$ cat config.mk
export PLATFORM = sky130hd
export DESIGN_NAME = de_load_gen
export DESIGN_NICKNAME = d
export VERILOG_FILES = /design/src/rtl/de_load_pkg.sv /design/src/rtl/de_load_ctrl.sv /design/src/rtl/de_load_data.sv /design/src/rtl/de_load_gen.sv
export SDC_FILE = /design/constraint.sdc
export NUM_CORES = 1
export LEC_CHECK = 0
export BUFFER_PORTS_ARGS = -buffer_cell sky130_fd_sc_hd__buf_2
export CORE_UTILIZATION = 43
export CTS_BUF_LIST = sky130_fd_sc_hd__clkbuf_16
export DETAILED_ROUTE_END_ITERATION = 7
export PLACE_DENSITY = 0.68
export SLEW_MARGIN = 20
export SYNTH_ARGS = -nofsm -noshare
export SYNTH_HDL_FRONTEND = slang
export SYNTH_SLANG_ARGS = --single-unit
$ cat constraint.sdc
create_clock -name clk -period 1.5 [get_ports clk]
set_input_delay 0.15 -clock clk [delete_from_list [all_inputs] [get_ports clk]]
set_output_delay 0.15 -clock clk [all_outputs]
set_load 0.005 [all_outputs]
$ cat src/rtl/de_load_pkg.sv
package de_load_pkg;

  // Strobes passed from the control to the datapath each cycle.
  typedef struct packed {
    logic dispOn;    // registered display enable
    logic loadPulse; // one-cycle load toward the shifter
    logic lineMark;  // start of a new line
    logic byteTick;  // one fetched byte in this cycle
  } ctrlStrobes_t;

endpackage

$ cat src/rtl/de_load_ctrl.sv
module de_load_ctrl
  import de_load_pkg::*;
#(
  parameter int CYC_W    = 10,
  parameter int N_RISE   = 3,
  parameter int RISE_CYC [N_RISE] = '{8, 56, 60},
  parameter int N_FALL   = 3,
  parameter int FALL_CYC [N_FALL] = '{168, 376, 380},
  parameter int CUTOFF   = 468,
  parameter int DETECT   = 62,
  parameter int LOAD_AT  = 64
) (
  input  logic             clk,
  input  logic             rst,
  input  logic             hWin,
  input  logic [CYC_W-1:0] cycleCnt,
  input  logic             lineStart,
  output ctrlStrobes_t     strobes
);

  localparam logic [CYC_W-1:0] CUT_POS  = CYC_W'(CUTOFF);
  localparam logic [CYC_W-1:0] DET_POS  = CYC_W'(DETECT);
  localparam logic [CYC_W-1:0] FIRE_POS = CYC_W'(LOAD_AT - 1);

  logic [N_RISE-1:0] riseMatch;
  logic [N_FALL-1:0] fallMatch;
  logic              cutHit;
  logic              de;
  logic              loadPend;
  logic              load;

  for (genvar i = 0; i < N_RISE; i++) begin : g_rise
    assign riseMatch[i] = (cycleCnt == CYC_W'(RISE_CYC[i]));
  end

  for (genvar j = 0; j < N_FALL; j++) begin : g_fall
    assign fallMatch[j] = (cycleCnt == CYC_W'(FALL_CYC[j]));
  end

  assign cutHit = (cycleCnt == CUT_POS);

  always_ff @(posedge clk) begin
    if (rst) begin
      de <= 1'b0;
    end else if (cutHit) begin
      de <= 1'b0;
    end else if ((|fallMatch) && !hWin) begin
      de <= 1'b0;
    end else if ((|riseMatch) && hWin) begin
      de <= 1'b1;
    end
  end

  always_ff @(posedge clk) begin
    if (rst) begin
      loadPend <= 1'b0;
      load     <= 1'b0;
    end else begin
      load <= 1'b0;
      if (lineStart) begin
        loadPend <= 1'b0;
      end else if ((cycleCnt == DET_POS) && de) begin
        loadPend <= 1'b1;
      end else if ((cycleCnt == FIRE_POS) && loadPend) begin
        loadPend <= 1'b0;
        load     <= 1'b1;
      end
    end
  end

  assign strobes.dispOn    = de;
  assign strobes.loadPulse = load;
  assign strobes.lineMark  = lineStart;
  assign strobes.byteTick  = de && cycleCnt[0];

  AST_DE_RISE_SLOT: assert property (@(posedge clk) disable iff (rst)
    $rose(de) |-> $past(|riseMatch) && $past(hWin));

  AST_DE_FALL_SLOT: assert property (@(posedge clk) disable iff (rst)
    $fell(de) |-> $past(|fallMatch) || $past(cutHit));

  AST_DE_CUTOFF: assert property (@(posedge clk) disable iff (rst)
    $past(cutHit) |-> !de);

  AST_LOAD_SINGLE: assert property (@(posedge clk) disable iff (rst)
    load |=> !load);

endmodule

$ cat src/rtl/de_load_data.sv
module de_load_data
  import de_load_pkg::*;
#(
  parameter int BYTE_W  = 8,
  parameter int PIX_LAG = 18
) (
  input  logic              clk,
  input  logic              rst,
  input  ctrlStrobes_t      strobes,
  output logic [BYTE_W-1:0] lineBytes,
  output logic              pixValid
);

  localparam int LAG_W = $clog2(PIX_LAG + 1);
  localparam logic [LAG_W-1:0] LAG_START = LAG_W'(PIX_LAG - 1);
  localparam logic [LAG_W-1:0] LAG_LAST  = LAG_W'(1);

  logic [BYTE_W-1:0] byteCnt;
  logic [BYTE_W-1:0] tickInc;
  logic [LAG_W-1:0]  lagCnt;

  assign tickInc = BYTE_W'(strobes.byteTick);

  always_ff @(posedge clk) begin
    if (rst) begin
      byteCnt   <= '0;
      lineBytes <= '0;
    end else if (strobes.lineMark) begin
      lineBytes <= byteCnt + tickInc;
      byteCnt   <= tickInc;
    end else begin
      byteCnt <= byteCnt + tickInc;
    end
  end

  always_ff @(posedge clk) begin
    if (rst) begin
      lagCnt   <= '0;
      pixValid <= 1'b0;
    end else begin
      pixValid <= (lagCnt == LAG_LAST);
      if (strobes.loadPulse) begin
        lagCnt <= LAG_START;
      end else if (lagCnt != '0) begin
        lagCnt <= lagCnt - 1'b1;
      end
    end
  end

  AST_BYTE_STEP: assert property (@(posedge clk) disable iff (rst)
    !$past(strobes.lineMark) && (byteCnt != $past(byteCnt))
      |-> byteCnt == $past(byteCnt) + 1'b1);

  AST_PIX_SINGLE: assert property (@(posedge clk) disable iff (rst)
    pixValid |=> !pixValid);

endmodule

$ cat src/rtl/de_load_gen.sv
module de_load_gen
  import de_load_pkg::*;
#(
  parameter int CYC_W   = 10,
  parameter int BYTE_W  = 8,
  parameter int PIX_LAG = 18
) (
  input  logic              clk,
  input  logic              rst,
  input  logic              hWin,
  input  logic [CYC_W-1:0]  cycleCnt,
  input  logic              lineStart,
  output logic              de,
  output logic              load,
  output logic              pixValid,
  output logic [BYTE_W-1:0] lineBytes
);

  ctrlStrobes_t strobes;

  de_load_ctrl #(
    .CYC_W (CYC_W)
  ) u_ctrl (
    .clk       (clk),
    .rst       (rst),
    .hWin      (hWin),
    .cycleCnt  (cycleCnt),
    .lineStart (lineStart),
    .strobes   (strobes)
  );

  de_load_data #(
    .BYTE_W  (BYTE_W),
    .PIX_LAG (PIX_LAG)
  ) u_data (
    .clk       (clk),
    .rst       (rst),
    .strobes   (strobes),
    .lineBytes (lineBytes),
    .pixValid  (pixValid)
  );

  assign de   = strobes.dispOn;
  assign load = strobes.loadPulse;

  AST_RESET_QUIET: assert property (@(posedge clk)
    $past(rst) |-> !de && !load && !pixValid && lineBytes == '0);

endmodule

==> results of run 1 <==
[per-layer routing]
| layer | vias to the layer above | part of all wire, % | routed length, um | GRT usage [%] |
|---|---|---|---|---|
| met5 | - | 0 | 0 | 0 |
| met4 | 0 | 0.73 | 14 | 6.58 |
| met3 | 2 | 3.6 | 69 | 4.35 |
| met2 | 15 | 48 | 918 | 27.8 |
| met1 | 394 | 48 | 924 | 19.8 |
| li1 | 453 | - | - | - |
[repair_timing]
action	4_1_cts	5_1_grt
setup endpoints to repair	0	4
hold buffers	0	0
gates resized for setup	0	3
[final cells by class]
| cell class | count | area share [%] |
|---|---|---|
| multi-input cells | 82 | 42.7 |
| clock buffers | 3 | 5.68 |
| flip-flops and latches | 25 | 37.9 |
| well taps | 28 | 2.65 |
| clock inverters | 1 | 0.568 |
| repair buffers | 25 | 9.66 |
| inverters | 3 | 0.852 |
[worst reg2reg max path: stages (launching register included)]
cell and delay [ns]:
dfxtp_1 0.32, and2_1 0.14, ha_2 0.19, and3_4 0.20
nand3_1 0.09, xor2_1 0.17, a211oi_1 0.22
[cell families after synthesis]
logic type / Yosys count / synth area share [%]
xor gates and xnor gates: 9 / 7.26
adders and majority gates: 5 / 5.76
buffers and inverters: 8 / 2.88
muxes: 4 / 3.69
and+or+nand+nor: 48 / 23.6
AOI/OAI and AO/OA: 16 / 10.7
DFF: 25 / 46.1
[placed cells by master, fill, tap and decap left out, drive strengths merged]
| cell type | synthesis | routed |
|---|---|---|
| nor4bb | 1 | 1 |
| nor3b | 1 | 1 |
| inv | 3 | 3 |
| nor3 | 4 | 4 |
| and2 | 2 | 2 |
| or2 | 1 | 1 |
| a41o | 1 | 1 |
| clkbuf | 4 | 3 |
| a41oi | 1 | 1 |
| and4 | 2 | 2 |
| dfxtp | 25 | 25 |
| xor2 | 4 | 4 |
| nand3b | 1 | 1 |
| a21oi | 4 | 4 |
| clkinvlp | 0 | 1 |
| mux2i | 4 | 4 |
| nor2 | 23 | 23 |
| buf | 1 | 25 |
| xnor2 | 5 | 5 |
| nand3 | 4 | 4 |
| a21o | 1 | 1 |
| and4b | 1 | 1 |
| and3 | 2 | 2 |
| nand2 | 3 | 3 |
| ha | 5 | 5 |
| nor4b | 1 | 1 |
| nand4 | 1 | 1 |
| nor4 | 1 | 1 |
| a2111oi | 1 | 1 |
| a211oi | 8 | 8 |
[metrics by stage]
step	power (mW)	instance area (um2)	hold slack [ns]	std cells
6_report	1.82	1320	0.123	167
5_1_grt	1.93	1320	0.134	167
4_1_cts	1.84	1310	0.126	167
3_5_place_dp	1.25	1230	0.390	163
3_3_place_gp	1.24	1230	0.377	163
2_1_floorplan	1.15	1090	0.247	115
[registers in the layout (all words and copies together), names as in the netlist]
signal,cells
u_ctrl.loadPend,1
u_data.lagCnt,5
u_ctrl.de,1
u_ctrl.load,1
u_data.pixValid,1
u_data.byteCnt,8
u_data.lineBytes,8
[report_power, final]
group	switching (mW)	internal (mW)	total [mW]
Combinational	0.223	0.215	0.437
Sequential	0.0600	0.746	0.806
Clock	0.220	0.361	0.581
[path summary, 6_finish.rpt]
check	cells after the start	slack, ns	end	from
worst max-delay path	6	0.10	u_data.lineBytes[5]	u_ctrl.de
worst min-delay path	2	0.12	u_ctrl.loadPend	cycleCnt[0]
worst max register to register	6	0.10	u_data.lineBytes[5]	u_ctrl.de
worst min register to register	2	0.48	u_data.lineBytes[3]	u_data.lineBytes[3]
==> summary.md, run 1 <==
| Metric | Value |
|---|---|
| Status | `finished clean` |
| Worst Tran Pin Value | `0.298 ns` |
| # DRC | `0` |
| Commonest cells post-synth | `dfxtp_1 (25), nor2_1 (23), a211oi_1 (8)` |
| Slew Limit Fails | `0` |
| Yosys reg bits | `25` |
| CTS root buf | `clkbuf_16` |
| I/O Pins | `25` |
| Buf/Inv on CP | `0` |
| Synth area leader | `dfxtp_1` |
| Slew headroom | `roughly four fifths` |
| FP Rows | `17` |
| Port-buffer cells | `24` |
| Slowest stage cell, crit path | `dfxtp_1` |
| # Post-CTS Setup Buffers | `0` |
| Clock sinks | `25` |
| Final WS setup | `0.100 ns` |
| Slowest Stage Delay on Critical Path | `between 0.3 and 0.4 ns` |
| Worst min path class | `in -> reg` |
| RSZ-0062 raised after global routing | `false` |
| Crit path kind | `reg -> reg` |
| Vias in the first global route | `796` |
| Setup TNS Final | `0 ns` |
| Dpl hpwl | `1480 um` |
| Seq/Total Area, Yosys | `46.1%` |
| Count leader, synth | `dfxtp_1` |
| Leak Pwr | `about 0.56 nW` |
| Area of the multi-input gates | `564 um2` |
| Dpl ws | `0.0731 ns` |
| N_diodes | `0` |
| Synth cell types | `30` |
| Startpoint types | `flop` |
| Final core utilization | `57.5%` |
| First-pass GRT wire length | `between 3000 and 4000 um` |
| Ys flop type | `dfxtp_1` |
| Asr flop ratio synth | `0%` |
| Fill cells | `a little over 200` |
| Post-Syn Area | `0.00109 mm2` |
| DR WL/cell | `about 12 um` |
| Area delta synth->final | `21.7%` |
| Die Span Y | `52.3 um` |
| Syn Area/Cell | `9.44 um2` |
| Share of layout cells above drive strength 1 | `27.3%` |
| Final GP Congestion | `0.737` |
| Vias per cell | `around 5.2` |
| Crit path cell chain | `and2_1 > ha_2 > and3_4 > nand3_1 > xor2_1 > a211oi_1` |
| Max_cap viols | `0` |
| Period utilization | `between 90% and 100%` |
| Clock slew at reported path FFs | `about 0.060 ns` |
| Initial cell density of the core | `a little under half` |
| Net count after synthesis | `134` |
| Number of synthesized flops with an enable pin | `0` |
| GRT Overall Usage | `16.5%` |
| CTS tree | `yes` |
| Sequential Area | `500 um2` |
| CP endpoint kind | `flop` |
| Die area | `0.00273 mm2` |
| Fin. Hold Viols | `0` |
| Total CTS buffers | `3` |
| Die W | `52.3 um` |
| PwrDens | `1380 mW/mm2` |
| Final ANT Viol Nets | `0` |
| Clock latency at the later pin of the worst-skew pair | `0.25 ns` |
| Starting DRT DRC Count | `4` |
| YS warnings | `0` |
| Maximum clock frequency | `0.714 GHz` |
| Total gr overflow | `0` |
| Syn Inst Count | `115` |
| Post-Route WL | `1930 um` |
| Worst Path Required | `~1.7 ns` |
| DR vias | `864` |
| Clock Path Buffers | `2` |
| Layout Skew | `0.00579 ns` |
| Crit-path max FO | `3` |
| Final nets | `159` |
| First drt pass iteration count | `4` |
| Largest cells by area after synthesis | `dfxtp_1 (46%), nor2_1 (7.9%), ha_1 (5.8%)` |
| Critical Path AT | `1.58 ns` |
| Largest net degree at the start of global routing | `18` |
| Final worst path period need | `around 1.4 ns` |
| Core region area | `between 0.002 and 0.0025 mm2` |
| Setup violators final | `0` |
| CP top delay family | `simple AND/OR/NAND/NOR gates` |
| Antenna violations before repair | `0` |
| Max IR drop VDD | `0.906 mV` |
| CTS H-tree lvls | `1` |
| Synth top area share | `46.1%` |
Note: power is estimated with default switching activity, not from simulation.
==> run 2: changes to the inputs <==
--- a/config.mk
+++ b/config.mk
@@ -14,3 +14,4 @@
 export SYNTH_ARGS = -nofsm -noshare
 export SYNTH_HDL_FRONTEND = slang
 export SYNTH_SLANG_ARGS = --single-unit
+export TNS_END_PERCENT = 30
==> constraint.sdc (replaced) <==
create_clock -name clk -period 1.7 [get_ports clk]
set_input_delay 0.17 -clock clk [delete_from_list [all_inputs] [get_ports clk]]
set_output_delay 0.17 -clock clk [all_outputs]
set_load 0.005 [all_outputs]
==> summary.md, run 2 (synthesized netlist as in run 1, its figures left out) <==
| Metric | Value |
|---|---|
| Fill cells | `220 (+7.8%)` |
| Clock share of power | `32.1% (+0.2 points)` |
| Period utilization | `86.7% (-6.7 points)` |
| Antenna violations before repair | `0 (unchanged)` |
| Core region area | `0.00230 mm2 (unchanged)` |
| CTS Hold Bufs | `0 (unchanged)` |
| Largest net degree at the start of global routing | `18 (unchanged)` |
| Busiest layer in global routing | `met2` |
| Met2 Use GR | `29.7% (+1.9 points)` |
| CTS tree | `yes` |
| FP Rows | `17 (unchanged)` |
| Clock slew at reported path FFs | `0.06 ns (about the same)` |
| CP top delay family | `simple AND/OR/NAND/NOR gates` |
| Slew headroom | `79.9% (+0.23 points)` |
| Fin. Hold Viols | `0 (unchanged)` |
| Final worst path period need | `1.47 ns (+0.0734 ns)` |
| R2R cell count | `6 (unchanged)` |
| Leak Pwr | `0.567 nW (+1.2%)` |
| Cts repair resizes | `0 (unchanged)` |
| Die W | `52.3 um (unchanged)` |
| Worst Path Required | `1.88 ns (+0.20 ns)` |
| Worst setup path endpoint | `u_data.lineBytes[5]` |
| Max_cap viols | `0 (unchanged)` |
| Critical Path AT | `1.65 ns (+0.07 ns)` |
| R2R setup slack | `0.23 ns (+0.13 ns)` |
| Combinational share of power | `23.7% (-0.3 points)` |
| Post-Route WL | `2000 um (+3.8%)` |
| Slowest Stage Delay on Critical Path | `0.36 ns (+0.04 ns)` |
| DR WL/cell | `12.1 um (+4.5%)` |
| Pwr Total | `1.61 mW (-12%)` |
| # Post-CTS Setup Buffers | `0 (unchanged)` |
| Port-buffer cells | `24 (unchanged)` |
| # DRC | `0 (unchanged)` |
| Largest regs | `u_data.byteCnt x8, u_data.lineBytes x8, u_data.lagCnt x5` |
| Clock Path Buffers | `2 (unchanged)` |
| Max IR drop VDD | `0.900 mV (-0.71%)` |
| Final WS setup | `0.227 ns (+0.127 ns)` |
| GR Util met3 | `6.09% (+1.7 points)` |
| Crit-path max FO | `4 (+1)` |
| Clock sinks | `25 (unchanged)` |
| Maximum clock frequency | `0.679 GHz (-5.0%)` |
| Crit path kind | `reg -> reg` |
| PwrDens | `1240 mW/mm2 (-10%)` |
| Vias per cell | `5.17 (about the same)` |
| Layout Skew | `0.00394 ns (-0.00185 ns)` |
| Dpl hpwl | `1470 um (-0.55%)` |
| Worst R2R End | `u_data.lineBytes[5]` |
| Dpl ws | `0.219 ns (+0.146 ns)` |
| Internal power | `1.16 mW (-12%)` |
| Crit. Startpoint | `u_ctrl.de` |
| Net load switching power | `0.446 mW (-11%)` |
| First drt pass iteration count | `4 (unchanged)` |
| CTS root buf | `clkbuf_16` |
| First-pass GRT wire length | `3390 um (+3.6%)` |
| Startpoint types | `flop` |
| Clock latency at the later pin of the worst-skew pair | `0.26 ns (about the same)` |
| Worst Tran Pin Value | `0.294 ns (-0.00329 ns)` |
| Sequential share of power | `44.3% (about the same)` |
| Area delta synth->final | `19.8%` |
| Setup TNS Final | `0 ns (unchanged)` |
| Slew Limit Fails | `0 (unchanged)` |
| Total CTS buffers | `3 (unchanged)` |
| Met1 GRT Util | `20.0% (+0.22 points)` |
| Crit path cell chain | `and2_1 > ha_1 > and3_1 > nand3_1 > xor2_1 > a211oi_1` |
| Starting DRT DRC Count | `12 (+8)` |
| FF-to-FF Start | `u_ctrl.de` |
| Commonest non-fill, non-tap cells in the layout | `dfxtp_1 (25), buf_2 (24), nor2_1 (23)` |
| Crit path depth | `6 (unchanged)` |
| Final GP Congestion | `0.749 (+1.5%)` |
| RSZ-0062 raised after global routing | `false` |
| N_diodes | `0 (unchanged)` |
| Initial cell density of the core | `47.3% (unchanged)` |
| Buf/Inv on CP | `0 (unchanged)` |
| Final ANT Viol Nets | `0 (unchanged)` |
| Worst hold slack | `0.139 ns (+0.0161 ns)` |
| Total gr overflow | `0 (unchanged)` |
| Die Span Y | `52.3 um (unchanged)` |
| Status | `finished clean` |
| I/O Pins | `25 (unchanged)` |
| CTS H-tree lvls | `1 (unchanged)` |
| GRT Overall Usage | `18.1% (+1.6 points)` |
| Worst min path class | `in -> reg` |
| Die area | `0.00273 mm2 (unchanged)` |
| Vias in the first global route | `795 (-0.13%)` |
| Sw Share | `27.7% (+0.13 points)` |
| Setup violators final | `0 (unchanged)` |
| Final nets | `158 (-0.63%)` |
| Most common cell after layout, fill and taps aside | `dfxtp_1` |
| DR vias | `858 (-0.69%)` |
| Share of layout cells above drive strength 1 | `24.6% (-2.7 points)` |
| CP endpoint kind | `flop` |
| Slowest stage cell, crit path | `dfxtp_1` |
| Final core utilization | `56.6% (-0.87 points)` |
## run 2: worst min path at each step
| stage | to | startpoint | cells past startpoint | slack (ns) |
|---|---|---|---|---|
| global placement | u_ctrl.loadPend | cycleCnt[0] | 2 | 0.40 |
| floorplan | u_ctrl.loadPend | cycleCnt[0] | 1 | 0.27 |
| finish | u_ctrl.loadPend | cycleCnt[0] | 2 | 0.14 |
| global route | u_ctrl.loadPend | cycleCnt[0] | 2 | 0.15 |
| CTS | u_ctrl.loadPend | cycleCnt[0] | 2 | 0.14 |
| detailed placement | u_ctrl.loadPend | cycleCnt[0] | 2 | 0.41 |
## run 2: cell type report
type | count | area [um2] | share of cell area (%)
multi-input combinational | 82 | 554 | 42.6
sequential | 25 | 500 | 38.5
timing repair buffer | 24 | 120 | 9.23
clock buffer | 3 | 75.1 | 5.77
tap | 28 | 35.0 | 2.69
inverter | 3 | 11.3 | 0.865
clock inverter | 1 | 5.00 | 0.385
## run 2: power groups by stage
stage,logic [mW],clock network (mW),registers [mW]
detailed placement,0.384,0,0.726
finish,0.381,0.516,0.713
floorplan,0.301,0,0.716
global placement,0.373,0,0.722
global route,0.445,0.560,0.722
CTS,0.386,0.535,0.713
## run 2: worst register-to-register path: cells and delay by family, from the launching register on
kind / cells / cell delay, ns
AOI/OAI and AO/OA: 1 / 0.23
xor gates and xnor gates: 1 / 0.16
adders and majority gates: 1 / 0.16
DFF: 1 / 0.36
and+or+nand+nor: 3 / 0.47
## run 2: metrics by stage
stage               std cells  instance area, um2
finish                    166                1300
CTS                       166                1300
global route              166                1300
floorplan                 115                1090
detailed placement        162                1220
global placement          162                1220
## run 2: layer usage
| layer | up-vias | wire [um] |
|---|---|---|
| met3 | 5 | 79 |
| met2 | 14 | 918 |
| met4 | 0 | 51 |
| li1 | 454 | - |
| met5 | - | 0 |
| met1 | 385 | 952 |
